==> src/rtl/csa4_pkg.sv <==
// Shared constants and bit-level functions for the four-operand adder.
// Assumes: callers size their vectors to N + CSA_GUARD_BITS.
package csa4_pkg;

    // Extra high-order bits that hold the growth of four operands.
    localparam int CSA_GUARD_BITS = 2;

    // Register stages between operand capture and the result.
    localparam int CSA_PIPE_DEPTH = 2;

    // Number of operands taken per cycle.
    localparam int CSA_NUM_OPS = 4;

    // Odd parity of three bits: the sum output of a carry-save cell.
    function automatic logic parity3(input logic x, input logic y, input logic z);
        return x ^ y ^ z;
    endfunction

    // Two-of-three majority: the carry output of a carry-save cell.
    function automatic logic major3(input logic x, input logic y, input logic z);
        return (x & y) | (x & z) | (y & z);
    endfunction

endpackage

==> src/rtl/csa4_extend.sv <==
// Widens one N-bit operand to N+2 bits, either by zero fill or by copying
// the sign bit, as chosen by SIGNED at elaboration.
// Assumes: N >= 2.
module csa4_extend #(
    parameter int N      = 8,
    parameter bit SIGNED = 1'b0
) (
    input  logic [N-1:0]                         op_in,
    output logic [N+csa4_pkg::CSA_GUARD_BITS-1:0] op_out
);
    import csa4_pkg::*;

    localparam int G = CSA_GUARD_BITS;

    generate
        if (SIGNED) begin : g_sign_fill
            // Copy the operand's sign into the guard bits.
            assign op_out = {{G{op_in[N-1]}}, op_in};
        end else begin : g_zero_fill
            // Unsigned operands get zero guard bits.
            assign op_out = {{G{1'b0}}, op_in};
        end
    endgenerate

endmodule

==> src/rtl/csa4_row.sv <==
// One row of carry-save cells. It turns three W-bit vectors into a parity
// vector and a saved-carry vector. The carry from bit i feeds bit i+1 of the
// saved-carry vector, bit 0 of that vector is zero, and the carry out of the
// top bit is dropped, so the row preserves the total modulo 2^W.
// Assumes: pure combinational logic; its depth is one cell at any width.
module csa4_row #(
    parameter int W = 10
) (
    input  logic [W-1:0] in_x,
    input  logic [W-1:0] in_y,
    input  logic [W-1:0] in_z,
    output logic [W-1:0] par_vec,
    output logic [W-1:0] cry_vec
);
    import csa4_pkg::*;

    // Nothing is carried into the least significant position.
    assign cry_vec[0] = 1'b0;

    genvar i;
    generate
        for (i = 0; i < W; i++) begin : g_cell
            // Parity bit of this cell stays at its own weight.
            assign par_vec[i] = parity3(in_x[i], in_y[i], in_z[i]);
            if (i < W - 1) begin : g_keep_carry
                // Majority bit moves one place up on the saved-carry vector.
                assign cry_vec[i+1] = major3(in_x[i], in_y[i], in_z[i]);
            end
        end
    endgenerate

endmodule

==> src/rtl/csa4_ripple.sv <==
// Ripple-carry adder that resolves a redundant pair into one binary word,
// modulo 2^W. The carry chain passes through every bit in turn.
// Assumes: carry-in is zero; the caller needs no carry out of the top bit.
module csa4_ripple #(
    parameter int W = 10
) (
    input  logic [W-1:0] add_x,
    input  logic [W-1:0] add_y,
    output logic [W-1:0] add_sum
);
    import csa4_pkg::*;

    logic [W-1:0] chain;

    // Carry entering bit 0.
    assign chain[0] = 1'b0;

    genvar i;
    generate
        for (i = 0; i < W; i++) begin : g_fa
            // Sum bit from both inputs and the incoming carry.
            assign add_sum[i] = parity3(add_x[i], add_y[i], chain[i]);
            if (i < W - 1) begin : g_next
                // Carry handed on to the next bit.
                assign chain[i+1] = major3(add_x[i], add_y[i], chain[i]);
            end
        end
    endgenerate

endmodule

==> src/rtl/csa4_pipe_adder.sv <==
// Top of the four-operand adder. Operands are widened by two guard bits,
// reduced by carry-save row 1 and registered, reduced by row 2 together with
// the fourth operand and registered again, then resolved by a ripple adder.
// Every register loads on every edge; a valid bit travels beside the data.
// Assumes: synchronous active-low reset; operands are held around the
// sampling edge.
module csa4_pipe_adder #(
    parameter int N      = 8,
    parameter bit SIGNED = 1'b0
) (
    input  logic                                   clk,
    input  logic                                   rst_n,
    input  logic                                   in_valid,
    input  logic [N-1:0]                           op_a,
    input  logic [N-1:0]                           op_b,
    input  logic [N-1:0]                           op_c,
    input  logic [N-1:0]                           op_d,
    output logic                                   out_valid,
    output logic [N+csa4_pkg::CSA_GUARD_BITS-1:0]  sum_wide,
    output logic [N-1:0]                           sum,
    output logic                                   carry_out,
    output logic                                   overflow
);
    import csa4_pkg::*;

    localparam int W   = N + CSA_GUARD_BITS;
    localparam int NOP = CSA_NUM_OPS;

    // ---------------- operand widening ----------------
    logic [N-1:0] op_arr  [NOP];
    logic [W-1:0] ext_arr [NOP];

    assign op_arr[0] = op_a;
    assign op_arr[1] = op_b;
    assign op_arr[2] = op_c;
    assign op_arr[3] = op_d;

    genvar k;
    generate
        for (k = 0; k < NOP; k++) begin : g_ext
            csa4_extend #(.N(N), .SIGNED(SIGNED)) u_ext (
                .op_in  (op_arr[k]),
                .op_out (ext_arr[k])
            );
        end
    endgenerate

    // ---------------- stage 1: first carry-save row ----------------
    logic [W-1:0] row1_par, row1_cry;

    csa4_row #(.W(W)) u_row1 (
        .in_x    (ext_arr[0]),
        .in_y    (ext_arr[1]),
        .in_z    (ext_arr[2]),
        .par_vec (row1_par),
        .cry_vec (row1_cry)
    );

    logic [W-1:0] p1_par_q, p1_cry_q, p1_opd_q;
    logic         p1_vld_q;

    // Capture the first reduction and the unused fourth operand.
    always_ff @(posedge clk) begin
        if (!rst_n) begin
            p1_par_q <= '0;
            p1_cry_q <= '0;
            p1_opd_q <= '0;
            p1_vld_q <= 1'b0;
        end else begin
            p1_par_q <= row1_par;
            p1_cry_q <= row1_cry;
            p1_opd_q <= ext_arr[3];
            p1_vld_q <= in_valid;
        end
    end

    // ---------------- stage 2: second carry-save row ----------------
    logic [W-1:0] row2_par, row2_cry;

    csa4_row #(.W(W)) u_row2 (
        .in_x    (p1_par_q),
        .in_y    (p1_cry_q),
        .in_z    (p1_opd_q),
        .par_vec (row2_par),
        .cry_vec (row2_cry)
    );

    logic [W-1:0] p2_par_q, p2_cry_q;
    logic         p2_vld_q;

    // Capture the redundant pair in front of the final adder.
    always_ff @(posedge clk) begin
        if (!rst_n) begin
            p2_par_q <= '0;
            p2_cry_q <= '0;
            p2_vld_q <= 1'b0;
        end else begin
            p2_par_q <= row2_par;
            p2_cry_q <= row2_cry;
            p2_vld_q <= p1_vld_q;
        end
    end

    // ---------------- final carry-propagate stage ----------------
    csa4_ripple #(.W(W)) u_cpa (
        .add_x   (p2_par_q),
        .add_y   (p2_cry_q),
        .add_sum (sum_wide)
    );

    assign out_valid = p2_vld_q;
    assign sum       = sum_wide[N-1:0];
    assign carry_out = sum_wide[N];

    generate
        if (SIGNED) begin : g_ovf_signed
            // Signed range is lost unless bits W-1..N-1 all match.
            assign overflow = ~((&sum_wide[W-1:N-1]) | ~(|sum_wide[W-1:N-1]));
        end else begin : g_ovf_unsigned
            // Unsigned range is lost when any guard bit is set.
            assign overflow = |sum_wide[W-1:N];
        end
    endgenerate

    // ---------------- assertions ----------------
    logic [1:0]   run_age;
    logic [W-1:0] in_total, p1_total;

    // Count edges since reset ended, saturating, so $past is only used
    // over cycles that followed a reset.
    always_ff @(posedge clk) begin
        if (!rst_n)
            run_age <= 2'd0;
        else if (run_age != 2'd3)
            run_age <= run_age + 2'd1;
    end

    // Reference totals of each stage's inputs, used only by the checks.
    always_comb begin
        in_total = ext_arr[0] + ext_arr[1] + ext_arr[2] + ext_arr[3];
        p1_total = p1_par_q + p1_cry_q + p1_opd_q;
    end


    valid_latency_chk: assert property (@(posedge clk) disable iff (!rst_n)
        (run_age >= 2'd2) |-> (out_valid == $past(in_valid, 2)));


    reset_flush_chk: assert property (@(posedge clk)
        !rst_n |=> (!out_valid && (sum_wide == '0)));


    stage1_conserve_chk: assert property (@(posedge clk) disable iff (!rst_n)
        (run_age >= 2'd1) |-> (p1_total == $past(in_total)));


    stage2_conserve_chk: assert property (@(posedge clk) disable iff (!rst_n)
        (run_age >= 2'd1) |-> (W'(p2_par_q + p2_cry_q) == $past(p1_total)));


    final_add_chk: assert property (@(posedge clk) disable iff (!rst_n)
        sum_wide == W'(p2_par_q + p2_cry_q));

endmodule

==> config.mk <==
export PLATFORM = sky130hd
export DESIGN_NAME = csa4_pipe_adder
export DESIGN_NICKNAME = d
export VERILOG_FILES = /design/src/rtl/csa4_pkg.sv /design/src/rtl/csa4_extend.sv /design/src/rtl/csa4_row.sv /design/src/rtl/csa4_ripple.sv /design/src/rtl/csa4_pipe_adder.sv
export SDC_FILE = /design/constraint.sdc
export NUM_CORES = 1
export LEC_CHECK = 0
export CORE_ASPECT_RATIO = 1.2
export CORE_UTILIZATION = 49
export CTS_CLUSTER_SIZE = 24
export DETAILED_ROUTE_END_ITERATION = 10
export GPL_TIMING_DRIVEN = 0
export PLACE_DENSITY_LB_ADDON = 0.3
export SYNTH_ARGS = -nofsm -noshare
export SYNTH_HDL_FRONTEND = slang
export SYNTH_SLANG_ARGS = --single-unit
==> constraint.sdc <==
create_clock -name clk -period 6.4 [get_ports clk]
set_clock_uncertainty 0.2 [all_clocks]
set_input_delay 0.96 -clock clk [delete_from_list [all_inputs] [get_ports clk]]
set_output_delay 0.96 -clock clk [all_outputs]
set_load 0.02 [all_outputs]
==> results.cfg, run 1 <==
[outcome]
status = complete, but fails checks
violations = design-rule violations

[final_layout]
drive_above_1_share_pct = 33.7
area_delta_synth_final_pct = 40.2
nets = 251
design_area_sq_um = 2480
mostFrequentLayoutCells = clkdlybuf4s50_1 (55), and2_2 (43), dfxtp_1 (43)
final_common_cell = clkdlybuf4s50_1
n_antenna_cell = 0

[grt]
overflow = 0
grt_pass1_wl_mm = 4.48
met1_usage_pct = 16.3
grt_max_degree = 15
grt_pass1_vias = 1042
grtUsageTotal_pct = 16.6
globalRouteMet3Util_pct = 5.56
busiest_layer = met2
use_met2_pct = 30.4
antenna_found_initial = 0

[sta]
rsz0062_at_grt = false
post-route-period-util_pct = 87.3
worst_pin_slew_ps = 220
setup_tns_ps = 0
setup_ws_ps = 814
report.final.hold_viol_count = 0
max_clock_freq_mhz = 179
finalSetupViolCount = 0
slew_viol_final = 0
period_minus_slack_ps = 5590
maxSlewHeadroom_pct = 85.3

[route]
wirelength_mm = 2.63
routedWlPerCell_um = 11.4
antenna_left = 0
num_vias = 1007
drc = 4
initialDrtViolationCount = 15
first_pass_iters = 7
vias_per_cell = 4.38

[synth]
syn_area_sq_um = 1770
yosysWarnings = 0
syn_avg_cell_area_sq_um = 13.6
yosys-top-cells-area = dfxtp_1 (49%), fa_1 (25%), and2_2 (18%), buf_4 (4.2%), ha_1 (1.4%)
seq_area_frac_synth_pct = 48.7
synth_top_cell_area_share_pct = 48.7
synth_cell_types = 8
synth_top_area_cell = dfxtp_1
synthCells = 130
synth-seq-cells = 43
synth_nets = 189

[clocking]
clk_path_buf_depth = 2
post_cts_resized = 0
cts_tree = done
postCtsSetupBuffers = 0
root_buffer = clkbuf_8
clock-sinks = 43
numCtsBuffers = 5
postCtsHoldBufs = 0
clock_latency_ps = 290
htreeDepth = 2
clk_pin_slew_worst_paths_ps = 80

[floorplanning]
core_area_sq_um = 3400
die_area_sq_um = 3850
io-pin-count = 56
die_x_um = 56.8
start_util_pct = 52.0
row_count = 23
fp.dieH_um = 67.8

[worst_setup_path]
cp_data_arrival_time_ps = 4430
critPathLaunchType = flop
path_class = reg2out
cp-end-kind = output port
rrSetupSlack_ps = 5110
required_ps = 5240
critPathMaxFanout = 2

[place]
place.gp.congestion = 0.723
hpwl_mm = 2.25
place_ws_ps = 1130
port_buffers = 55
placed_area_sq_um = 2360

[power]
pwr_density_cell_nw_per_um2 = 267
leakage_uw = 0.00108
vdd_drop_max_v = 0.000223

[run]
max_cap_violations = 0

[worst_hold_path]
hold_path.class = reg2reg
==> synth_stat cells (all sizes together) <==
cell and count:
and2 43, dfxtp 43, fa 22, buf 10, inv 5, clkbuf 4
ha 2, nand2 1
==> worst paths after layout <==
path | end | depth (start not counted) | from
hold reg to reg | p2_par_q[8] | 1 | p1_cry_q[8]
hold / removal | p2_par_q[8] | 1 | p1_cry_q[8]
setup reg to reg | p2_par_q[7] | 2 | p1_par_q[7]
setup / recovery | sum_wide[8] | 12 | p2_par_q[1]
==> metal layers <==
layer	up-vias	share of wire, %
li1	499	-
met1	463	36
met2	39	55
met3	6	6.7
met4	0	2.7
met5	-	0
==> flip-flops by register name, summed over array words and instances, names as in the netlist <==
register / flops
out_valid: 1
p1_par_q: 8
p1_opd_q: 8
p2_par_q: 9
p1_cry_q: 8
p2_cry_q: 8
p1_vld_q: 1
==> layout make-up <==
| class | count | area (sq um) |
|---|---|---|
| Timing Repair Buffer | 55 | 551 |
| Multi-Input combinational cell | 68 | 792 |
| Fill cell | 231 | 920 |
| Tap cell | 37 | 46.3 |
| Buffer | 14 | 95.1 |
| Sequential cell | 43 | 861 |
| Inverter | 5 | 18.8 |
| Clock inverter | 3 | 43.8 |
| Clock buffer | 5 | 68.8 |
==> per-stage QoR <==
step	hold slack (ps)	total power, uW	std cells	utilization [%]
floorplan	226	390	130	-
detailed placement	240	465	222	69.6
CTS	258	670	230	72.9
global placement	231	457	222	69.6
global route	269	695	230	72.9
finish	255	661	230	72.9
==> cells by family after synthesis <==
| logic type | synth area share, % |
|---|---|
| buffers and inverters | 6.44 |
| DFF | 48.7 |
| and+or+nand+nor | 18.5 |
| adders and majority gates | 26.3 |
==> power by group <==
group	switching, uW	leakage [uW]	internal, uW
logic	61.9	0.000665	93.9
clock network	88.8	0.0000581	116
registers	11.0	0.000356	289
==> worst max-delay path: stages (launching register included) <==
cell and delay (ps):
dfxtp_1 310, ha_1 200, fa_1 380, fa_1 390
fa_1 390, fa_1 400, fa_1 400, fa_1 380
inv_1 80, fa_1 430, inv_1 90, buf_4 100
clkdlybuf4s50_1 580
No activity file was read; power rests on OpenSTA's default activity.
==> run 2, diff against run 1 <==
- CORE_UTILIZATION: 49 -> 54
- GPL_ROUTABILITY_DRIVEN: not set -> 0
- SYNTH_HIERARCHICAL: not set -> 1
==> run 2 against run 1 <==
Effect of this change:
- sequential power rose by 21%
- the flow now finishes without violations
- cell area rose by 16%
- total power rose by 12%
- global-route usage fell by 2.3 points
- hold slack improved by 1.7 ps
- die area rose by 26%
- count of clock-buffer cells in the layout rose by 3
- critical path depth did not move
- area after synthesis rose by 40%
- highest routed layer unchanged
- critical path type unchanged
==> results.cfg, run 2 <==
[synth]
seq_area_frac_synth_pct = 42.1
async_flop_share_pct = 0
yosys-top-cells-area = dfxtp_1 (42%), fa_1 (21%), and2_2 (16%), buf_4 (15%), xor3_1 (2.9%)
syn_avg_cell_area_sq_um = 12.6
synth_cell_types = 9
synth_top_area_cell = dfxtp_1
synthCells = 197
yosysWarnings = 6
synth_mux_area_share_pct = 0
yosys.area_share.simple_pct = 16.0
synthAdderAreaFrac_pct = 21.6
synth_compound_area_share_pct = 0
synth-edff-count = 0
synth-xor-area-share_pct = 2.88
synth_top_family_by_area = adder cells
syn_area_sq_um = 2470
synth-seq-cells = 52
yosys-top-cells-count = and2_2 (52), dfxtp_1 (52), buf_4 (51)
synth_top_cell_area_share_pct = 42.1
synthFlopType = dfxtp_1

[clocking]
htreeDepth = 2
postCtsSetupBuffers = 0
numCtsBuffers = 5
clk_pin_slew_worst_paths_ps = 80
postCtsHoldBufs = 0
clock-sinks = 52
clock_latency_ps = 290
post_cts_resized = 0
clk_path_buf_depth = 2
root_buffer = clkbuf_8
cts_tree = done

[worst_setup_path]
critPathMaxFanout = 2
critPathLaunchType = flop
worstPathCellList = ha_1, fa_1, fa_1, fa_1, fa_1, fa_1, fa_1, fa_1, fa_1, xor3_1, or2_2, clkdlybuf4s50_1
cpPeakStageDelay_ps = 530
path_class = reg2out
path_common_cell = fa_1
worst_path_max_delay_cell = clkdlybuf4s50_1
required_ps = 5240
cp_data_arrival_time_ps = 5000
cp-end-kind = output port

[route]
first_pass_iters = 2
num_vias = 1197
routedWlPerCell_um = 10.2
vias_per_cell = 4.16
drc = 0
antenna_left = 0
initialDrtViolationCount = 18
wirelength_mm = 2.93

[grt]
antenna_found_initial = 0
grt_pass1_wl_mm = 5.13
grtUsageTotal_pct = 14.3
grt_pass1_vias = 1168
grt_max_degree = 15
overflow = 0

[sta]
report.final.hold_viol_count = 0
period_minus_slack_ps = 6160
rsz0062_at_grt = false
slew_viol_final = 0
post-route-period-util_pct = 96.2
setup_tns_ps = 0
finalSetupViolCount = 0
timing.hold.ws_ps = 257
max_clock_freq_mhz = 162

[power]
leakage_uw = 0.00134
vdd_drop_max_v = 0.000172
pwr_density_cell_nw_per_um2 = 258

[place]
port_buffers = 23
hpwl_mm = 2.34
placed_area_sq_um = 2790

[floorplanning]
fp.dieH_um = 76.1
row_count = 26
start_util_pct = 57.1
core_area_sq_um = 4330
die_x_um = 63.8
io-pin-count = 56
die_area_sq_um = 4850

[final_layout]
mostFrequentLayoutCells = and2_2 (52), dfxtp_1 (52), buf_4 (51)
final_core_util_pct = 66.5
drive_above_1_share_pct = 49.6
area_delta_synth_final_pct = 16.4
design_area_sq_um = 2880
nets = 293
n_antenna_cell = 0

[outcome]
status = complete, no violations

[worst_hold_path]
hold_path.class = reg2reg

[run]
max_cap_violations = 0
## run 2: changes by cell type in the layout (fill, tap and decap cells not counted), sizes merged
cell,previous run,this run
buf,10,51
clkdlybuf4s50,55,23
conb,0,10
and2,43,52
dfxtp,43,52
inv,5,0
clkbuf,9,13
fa,22,26
xor3,0,3
clkinv,2,0
bufinv,1,0
ha,2,1
nand2,1,0
or2,0,1
## run 2: power by group
part           internal [uW]  switching, uW  total [uW]
Combinational            117           78.9         196
Clock                   88.2           94.0         182
Sequential               350           13.6         364
## run 2: kinds of logic after synthesis
family                     count (synthesis)
adders and majority gates                 27
and+or+nand+nor                           53
DFF                                       52
other                                      6
xor gates and xnor gates                   3
buffers and inverters                     56
## run 2: layout make-up
| class | count | area (sq um) |
|---|---|---|
| Sequential cell | 52 | 1040 |
| Fill cell | 323 | 1450 |
| Buffer | 56 | 408 |
| Tap cell | 56 | 70.1 |
| Clock buffer | 8 | 90.1 |
| Multi-Input combinational cell | 93 | 1040 |
| Timing Repair Buffer | 23 | 230 |
## run 2: worst max-delay path: cells and delay by family (launching register included)
| family | cells | cell delay [ps] |
|---|---|---|
| and+or+nand+nor | 1 | 300 |
| xor gates and xnor gates | 1 | 200 |
| DFF | 1 | 310 |
| adders and majority gates | 9 | 3370 |
| buffers and inverters | 1 | 530 |
## run 2: per-layer routing
layer  track usage, %  part of all wire [%]  wire length [um]
met5                0                     0                 0
met4             6.82                   1.9                57
met3             4.64                   6.0               175
met2             23.5                    52              1520
met1             16.6                    40              1170
## run 2: stage by stage
step,setup WS [ps],cells,total power (uW)
after floorplan,1070,201,504
final,243,288,742
after detailed placement,549,280,570
after global placement,557,280,565
after CTS,201,288,752
after global routing,67.9,288,786
## run 2: final timing paths
kind | from | to | slack [ps] | cells after the start
worst max-delay path | p2_par_q[0] | overflow | 240 | 12
worst min register to register | p1_vld_q | out_valid | 260 | 1
worst max register to register | p1_par_q[3] | p2_par_q[3] | 5110 | 2
worst min-delay path | p1_vld_q | out_valid | 260 | 1
==> run 3, diff against run 2 <==
- CELL_PAD_IN_SITES_DETAIL_PLACEMENT: not set -> 0
- CELL_PAD_IN_SITES_GLOBAL_PLACEMENT: not set -> 1
- CORE_UTILIZATION: 54 -> 43
==> run 3 against run 2 <==
Effect of this change:
- the run now ends with design-rule violations left
- via count grew 0.25%
- wire length up 3.4%
- utilization decreased by 14 points
- first-iteration DRC count increased to 2.5 times the previous value
- flip-flop and latch count did not move
- combinational power barely moved
- cell area fell by 0.48%
- global-route usage down 2.7 points
- hold slack got worse by 3.5 ps
==> results.cfg, run 3 (same netlist as run 2, synthesis figures left out) <==
[outcome]
status = complete, but fails checks
violations = design-rule violations

[place]
port_buffers = 23
hpwl_mm = 2.35
place_ws_ps = 531

[clocking]
postCtsSetupBuffers = 0
numCtsBuffers = 5
htreeDepth = 2
cts_tree = done
root_buffer = clkbuf_8
post_cts_resized = 0
postCtsHoldBufs = 0
clock_latency_ps = 290
clock-sinks = 52
clk_path_buf_depth = 2
clk_pin_slew_worst_paths_ps = 80

[worst_setup_path]
cp_data_arrival_time_ps = 5000
reg2reg_depth = 2
required_ps = 5240
path_class = reg2out
r2r-start = p1_par_q[8]
worstSetupStartpoint = p2_par_q[0]
cp-end-kind = output port
critPathLaunchType = flop
rrSetupSlack_ps = 5110
worstSetupEndpoint = overflow
r2r-end = p2_par_q[8]
critPathMaxFanout = 2

[final_layout]
mostFrequentLayoutCells = and2_2 (52), dfxtp_1 (52), buf_4 (51)
n_antenna_cell = 0
area_delta_synth_final_pct = 15.8
drive_above_1_share_pct = 49.8
nets = 293

[floorplanning]
core_area_sq_um = 5410
die_x_um = 71.2
die_area_sq_um = 6060
start_util_pct = 45.7
fp.dieH_um = 85.1
io-pin-count = 56
row_count = 29

[grt]
grt_max_degree = 14
grt_pass1_vias = 1245
overflow = 0
antenna_found_initial = 0
grtUsageTotal_pct = 11.6
grt_pass1_wl_mm = 5.31

[route]
routedWlPerCell_um = 10.4
wl_met1_mm = 1.28
drc = 5
num_vias = 1200
top_layer = met4
initialDrtViolationCount = 45
dr_wl_met3_um = 157
first_pass_iters = 6
wl_met2_mm = 1.54
antenna_left = 0
vias_per_cell = 4.12
wirelength_mm = 3.03

[sta]
finalSetupViolCount = 0
period_minus_slack_ps = 6160
slew_viol_final = 0
rsz0062_at_grt = false
post-route-period-util_pct = 96.2
setup_ws_ps = 245
report.final.hold_viol_count = 0
max_clock_freq_mhz = 162
setup_tns_ps = 0

[power]
pwr_density_cell_nw_per_um2 = 252
vdd_drop_max_v = 0.000105
leakage_uw = 0.00133
finalPower_uw = 723

[run]
max_cap_violations = 0

[worst_hold_path]
hold_path.class = reg2reg
run 3: cell count changes in the layout (fill, tap and decap cells not counted):
| cell | change |
|---|---|
| clkbuf_1 | -2 |
| clkbuf_8 | -1 |
run 3: report_power, final:
part	switching, uW	internal [uW]	leakage, uW
sequential	13.7	350	0.000431
combinational	78.3	117	0.000864
clock	93.2	70.7	0.0000359
total	185	538	0.00133
run 3: how the worst min path moves through the flow:
stage / from / to / slack, ps / cells after the start
3_3_place_gp: p1_vld_q / out_valid / 230 / 1
4_1_cts: p1_vld_q / out_valid / 260 / 1
5_1_grt: p1_vld_q / out_valid / 270 / 1
3_5_place_dp: p1_vld_q / out_valid / 240 / 1
6_report: p1_vld_q / out_valid / 250 / 1
2_1_floorplan: p1_vld_q / out_valid / 230 / 1
run 3: metal layers:
layer  GRT usage, %  vias to the layer above
met3           2.85                        6
met1           13.3                      565
met2           19.9                       37
met4           6.00                        0
li1               -                      592
met5              0                        -
run 3: worst max-delay path: stages, from the launching register on:
cell,delay [ps]
dfxtp_1,310
ha_1,200
fa_1,380
fa_1,380
fa_1,400
fa_1,390
fa_1,390
fa_1,400
fa_1,410
fa_1,390
xor3_1,200
or2_2,300
clkdlybuf4s50_1,540
run 3: layout make-up:
cell class,instances,area [sq um]
well taps,62,77.6
repair buffers,23,230
plain buffers,56,408
clock buffers,5,68.8
fillers,485,2540
multi-input cells,93,1040
flip-flops and latches,52,1040
run 3: stage by stage:
step / area (sq um) / instances / hold WS, ps / util [%]
2_1_floorplan: 2490 / 201 / 226 / -
3_3_place_gp: 2800 / 286 / 232 / 51.7
3_5_place_dp: 2800 / 286 / 236 / 51.7
4_1_cts: 2860 / 291 / 257 / 53.0
5_1_grt: 2860 / 291 / 271 / 53.0
6_report: 2860 / 291 / 253 / 53.0
